`src/rtl/opfetch_seq.sv`:
```
module opfetch_seq #(
  parameter int ADDR_W = 16,
  parameter int DATA_W = 8,
  parameter int RFSH_W = 8
) (
  input  logic              clk,
  input  logic              rst_n,
  input  logic              fetch_req,
  input  logic [ADDR_W-1:0] pc,
  input  logic [DATA_W-1:0] din,
  input  logic [RFSH_W-1:0] rfsh_addr,
  output logic [ADDR_W-1:0] addr,
  output logic              mreq_n,
  output logic              rd_n,
  output logic              m1_n,
  output logic              rfsh_n,
  output logic [DATA_W-1:0] opcode,
  output logic              opcode_vld
);

  localparam int HI_W = ADDR_W - RFSH_W;

  typedef enum logic [2:0] {S_IDLE, S_T1, S_T2, S_T3, S_T4} st_t;

  st_t st, st_neg;
  logic [ADDR_W-1:0] pc_q;

  wire start = fetch_req && (st == S_IDLE || st == S_T4);

  always_ff @(posedge clk or negedge rst_n)
    if (!rst_n) begin
      st         <= S_IDLE;
      pc_q       <= '0;
      opcode     <= '0;
      opcode_vld <= 1'b0;
    end else begin
      opcode_vld <= 1'b0;
      case (st)
        S_T1:    st <= S_T2;
        S_T2: begin
          st         <= S_T3;
          opcode     <= din;
          opcode_vld <= 1'b1;
        end
        S_T3:    st <= S_T4;
        default: st <= start ? S_T1 : S_IDLE;
      endcase
      if (start) pc_q <= pc;
    end

  // falling-edge copy places the half-cycle strobe edges
  always_ff @(negedge clk or negedge rst_n)
    if (!rst_n) st_neg <= S_IDLE;
    else        st_neg <= st;

  wire in_fetch = (st == S_T1 || st == S_T2);
  wire in_rfsh  = (st == S_T3 || st == S_T4);
  wire rd_phase = in_fetch && (st_neg == S_T1 || st_neg == S_T2);
  wire rf_pulse = (st_neg == S_T3);

  assign m1_n   = !in_fetch;
  assign rd_n   = !rd_phase;
  assign mreq_n = !(rd_phase || rf_pulse);
  assign rfsh_n = !in_rfsh;
  assign addr   = in_rfsh ? {{HI_W{1'b0}}, rfsh_addr} : pc_q;

endmodule

```
`config.mk`:
```
export PLATFORM = sky130hd
export DESIGN_NAME = opfetch_seq
export DESIGN_NICKNAME = d
export VERILOG_FILES = /design/src/rtl/opfetch_seq.sv
export SDC_FILE = /design/constraint.sdc
export NUM_CORES = 1
export LEC_CHECK = 0
export ABC_AREA = 1
export BUFFER_PORTS_ARGS = -buffer_cell sky130_fd_sc_hd__buf_2
export CORE_UTILIZATION = 40
export DETAILED_ROUTE_END_ITERATION = 10
export GPL_TIMING_DRIVEN = 0
export PLACE_DENSITY = 0.7
export SLEW_MARGIN = 25
export SYNTH_ARGS = -nofsm -noshare
export SYNTH_HDL_FRONTEND = slang
export SYNTH_SLANG_ARGS = --single-unit
```
`constraint.sdc`:
```
create_clock -name clk -period 1.4 [get_ports clk]
set_input_delay 0.28 -clock clk [delete_from_list [all_inputs] [get_ports clk]]
set_output_delay 0.28 -clock clk [all_outputs]
set_load 0.02 [all_outputs]
```
==> report_table.html <==
<table>
<tr><th>Metric</th><th>Value</th></tr>
<tr><th colspan="2">Worst setup path</th></tr>
<tr><td>Ordered cell list for the critical path</td><td>inv_2, nand3_2, nand2_2, a21oi_4, buf_6</td></tr>
<tr><td>Arrival time of data at the critical path endpoint</td><td>1.92 ns</td></tr>
<tr><td>Endpoint class of the critical path</td><td>primary output</td></tr>
<tr><td>Data required time of the worst path</td><td>1.12 ns</td></tr>
<tr><td>Reg2Reg Setup Slack</td><td>-0.04 ns</td></tr>
<tr><td>Worst Reg2Reg Path Length in Cells</td><td>1</td></tr>
<tr><td>Launch point of the worst reg-to-reg path</td><td>st[0]</td></tr>
<tr><td>Maximum fanout count along the critical path</td><td>2</td></tr>
<tr><td>Critical Path Start Type</td><td>register</td></tr>
<tr><td>Slowest cell delay on critical path</td><td>0.45 ns</td></tr>
<tr><td>Combined buffer and inverter count along the critical path</td><td>2</td></tr>
<tr><td>Reg-to-Reg End</td><td>st_neg[0]</td></tr>
<tr><td>Type of the worst setup path</td><td>reg2out</td></tr>
<tr><td>CP delay by family, top</td><td>flip-flops</td></tr>
<tr><td>Master of the slowest instance on the critical path</td><td>dfrtn_1</td></tr>
<tr><th colspan="2">Floorplan</th></tr>
<tr><td>Placeable core region</td><td>3340 um^2</td></tr>
<tr><td>Starting utilization of the core area</td><td>42.1%</td></tr>
<tr><td>Number of rows created at floorplan</td><td>21</td></tr>
<tr><td>Die extent in y</td><td>61.2 um</td></tr>
<tr><td>Horizontal die dimension</td><td>61.2 um</td></tr>
<tr><td>Die Outline Area</td><td>3750 um^2</td></tr>
<tr><td>Number of I/O pins</td><td>64</td></tr>
<tr><th colspan="2">Power and ir drop</th></tr>
<tr><td>P per Cell Area</td><td>2910 nW/um^2</td></tr>
<tr><td>Switching power summed over all nets</td><td>3.07 mW</td></tr>
<tr><td>Power Internal</td><td>3.65 mW</td></tr>
<tr><td>Proportion of power drawn by flip-flops and latches</td><td>23.8%</td></tr>
<tr><td>VDD IR-drop max</td><td>1.21 mV</td></tr>
<tr><td>Clock power frac</td><td>8.7%</td></tr>
<tr><td>Relative contribution of combinational cells to total power</td><td>67.6%</td></tr>
<tr><td>Leak Pwr</td><td>1.26 nW</td></tr>
<tr><td>Overall power of the completed layout</td><td>6.72 mW</td></tr>
<tr><td>Sw frac</td><td>45.7%</td></tr>
<tr><th colspan="2">Clock tree</th></tr>
<tr><td>Clock root buffer</td><td>clkbuf_4</td></tr>
<tr><td>Clock transition at the registers of the reported paths</td><td>0.09 ns</td></tr>
<tr><td>CTS H-tree lvls</td><td>2</td></tr>
<tr><td>Clk_lat worst skew</td><td>0.32 ns</td></tr>
<tr><td>TritonCTS clock tree</td><td>built</td></tr>
<tr><td>Number of sinks on the clock net</td><td>31</td></tr>
<tr><td>Count of hold-fix buffers inserted at cts</td><td>0</td></tr>
<tr><td>Maximum count of clock buffers along a single path</td><td>2</td></tr>
<tr><td>Clock buffers created by TritonCTS</td><td>5</td></tr>
<tr><th colspan="2">Placed design</th></tr>
<tr><td>Port Buffers</td><td>62</td></tr>
<tr><td>Detailed placement HPWL</td><td>2100 um</td></tr>
<tr><td>DP Cell Count</td><td>273</td></tr>
<tr><td>Setup Slack @ Placement</td><td>-0.567 ns</td></tr>
<tr><td>Final weighted congestion in routability-driven placement</td><td>0.705</td></tr>
<tr><th colspan="2">Synthesis</th></tr>
<tr><td>Warnings, synthesis</td><td>0</td></tr>
<tr><td>Syn Nets</td><td>200</td></tr>
<tr><td>Register bit total from synthesis</td><td>31</td></tr>
<tr><td>Mean instance size in the synthesized netlist</td><td>8.51 um^2</td></tr>
<tr><td>Post-Syn Area</td><td>1400 um^2</td></tr>
<tr><td>Mapped Cells</td><td>165</td></tr>
<tr><td>Unique cell type count in the Yosys netlist</td><td>18</td></tr>
<tr><td>Seq/Total Area, Yosys</td><td>55.3%</td></tr>
<tr><th colspan="2">Timing</th></tr>
<tr><td>Final count of negative-setup-slack endpoints</td><td>21</td></tr>
<tr><td>Count of endpoints failing hold in the final timing report</td><td>11</td></tr>
<tr><td>Normalized max-slew margin</td><td>53.7%</td></tr>
<tr><td>Post-layout worst setup margin</td><td>-0.798 ns</td></tr>
<tr><td>Final Max Slew Viols</td><td>0</td></tr>
<tr><td>Final setup skew</td><td>0.00649 ns</td></tr>
<tr><td>Worst Hold Margin</td><td>-0.00536 ns</td></tr>
<tr><td>Unrepaired setup endpoints after global routing</td><td>yes</td></tr>
<tr><td>Least-Margin Pin Slew</td><td>0.695 ns</td></tr>
<tr><th colspan="2">Final layout</th></tr>
<tr><td>Most common cell after layout, fill and taps aside</td><td>nand2_1</td></tr>
<tr><td>Antenna Cells</td><td>0</td></tr>
<tr><td>Synth-to-layout area growth</td><td>64.5%</td></tr>
<tr><td>Most frequent cells in the layout</td><td>nand2_1, buf_2, buf_6, dfrtp_1, nand2_2</td></tr>
<tr><td>Layout cells sized above 1</td><td>57.5%</td></tr>
<tr><td>Final cell count without fillers</td><td>293</td></tr>
<tr><td>Layout net count</td><td>281</td></tr>
<tr><th colspan="2">Global route</th></tr>
<tr><td>Global-route wire length before repair</td><td>5260 um</td></tr>
<tr><td>Vias in the first global route</td><td>1,249</td></tr>
<tr><td>Global route total overflow</td><td>0</td></tr>
<tr><td>Antenna violations before repair</td><td>0</td></tr>
<tr><td>Maximum number of pins on one net before global-route repair</td><td>32</td></tr>
<tr><td>Total GRT Usage</td><td>20.1%</td></tr>
<tr><th colspan="2">Detailed routing</th></tr>
<tr><td>Vias per cell</td><td>4.61</td></tr>
<tr><td>Initial detailed-routing violation count</td><td>54</td></tr>
<tr><td>Remaining antenna violation count after routing</td><td>0</td></tr>
<tr><td>Via count</td><td>1,350</td></tr>
<tr><td>Residual DRC count</td><td>0</td></tr>
<tr><td>First-pass iteration count of the detailed router</td><td>6</td></tr>
<tr><td>Aggregate routed wire length</td><td>3740 um</td></tr>
<tr><td>DR WL/cell</td><td>12.8 um</td></tr>
<tr><th colspan="2">Flow run</th></tr>
<tr><td># Max-Cap Violations</td><td>0</td></tr>
<tr><th colspan="2">Status</th></tr>
<tr><td>Violations in the final reports</td><td>hold timing, setup timing</td></tr>
<tr><td>Result of the run</td><td>complete, but fails checks</td></tr>
<tr><th colspan="2">Hold path</th></tr>
<tr><td>Classification of the worst-slack hold path</td><td>in2async</td></tr>
</table>
## how the worst max path moves through the flow
stage | depth (start not counted) | end | from | slack, ns
after floorplan | 3 | mreq_n | st_neg[1] | -0.38
after CTS | 5 | mreq_n | st_neg[1] | -0.80
after global routing | 5 | mreq_n | st_neg[1] | -0.87
final | 5 | mreq_n | st_neg[1] | -0.80
after detailed placement | 4 | mreq_n | st_neg[1] | -0.57
after global placement | 4 | mreq_n | st_neg[1] | -0.52
## cell type report
cell class                      instances  area (um^2)
Fill cell                             266         1030
Sequential cell                        31          779
Timing Repair inverter                  1         8.76
Buffer                                  5         65.1
Inverter                               17         75.1
Multi-Input combinational cell        112          712
Timing Repair Buffer                   73          543
Tap cell                               46         57.6
Clock buffer                            8         68.8
## flip-flops by register name, summed over array words and instances (netlist names)
| name | flops |
|---|---|
| opcode | 8 |
| st | 3 |
| st_neg | 3 |
| pc_q | 16 |
| opcode_vld | 1 |
## layer usage
layer	vias to the layer above	track usage [%]	share of wire, %
li1	666	-	-
met1	630	23.8	40
met2	47	34.9	53
met3	7	4.62	5.0
met4	0	8.77	1.2
met5	-	0	0
## synth_stat cells
cell       n  area, um^2
inv_1     15        56.3
nor2_2     4        25.0
inv_2      1        3.75
buf_12     1        20.0
buf_4      1        7.51
dfrtp_1   28         701
nand2_1   70         263
nand2_4    1        11.3
nand3_1   11        55.1
nor3_1     1        5.00
clkinv_1   1        3.75
nand2_2    1        6.26
buf_6      3        33.8
a21oi_2    8        70.1
dfrtn_1    3        75.1
a21oi_1    1        5.00
nand3_2    1        10.0
nor2_1    14        52.6
## logic make-up after synthesis
logic type,Yosys count,share of synthesized area [%]
AO/OA/AOI/OAI,9,5.35
buffers and inverters,22,8.91
flip-flops,31,55.3
AND/OR/NAND/NOR,103,30.5
## power groups by stage
stage	combinational, mW	sequential, mW	clock (mW)
CTS	4.11	1.55	0.600
detailed placement	2.92	1.54	0
global placement	2.87	1.54	0
floorplan	1.92	1.67	0
finish	4.54	1.60	0.582
global route	4.91	1.64	0.662
## through the flow
stage / area, um^2 / TNS [ns] / util, %
floorplan: 1420 / -0.660 / -
global placement: 1790 / -2.52 / 53.6
detailed placement: 1790 / -2.85 / 53.6
CTS: 2180 / -8.52 / 65.4
global route: 2310 / -10.24 / 69.2
finish: 2310 / -8.62 / 69.2
## timing repair
item	CTS	global route
endpoints found under the setup margin	20	29
buffers inserted	8	2
gates cloned	2	0
gates resized for setup	80	30
pin swaps	11	4
Note: power is estimated with default switching activity, not from simulation.
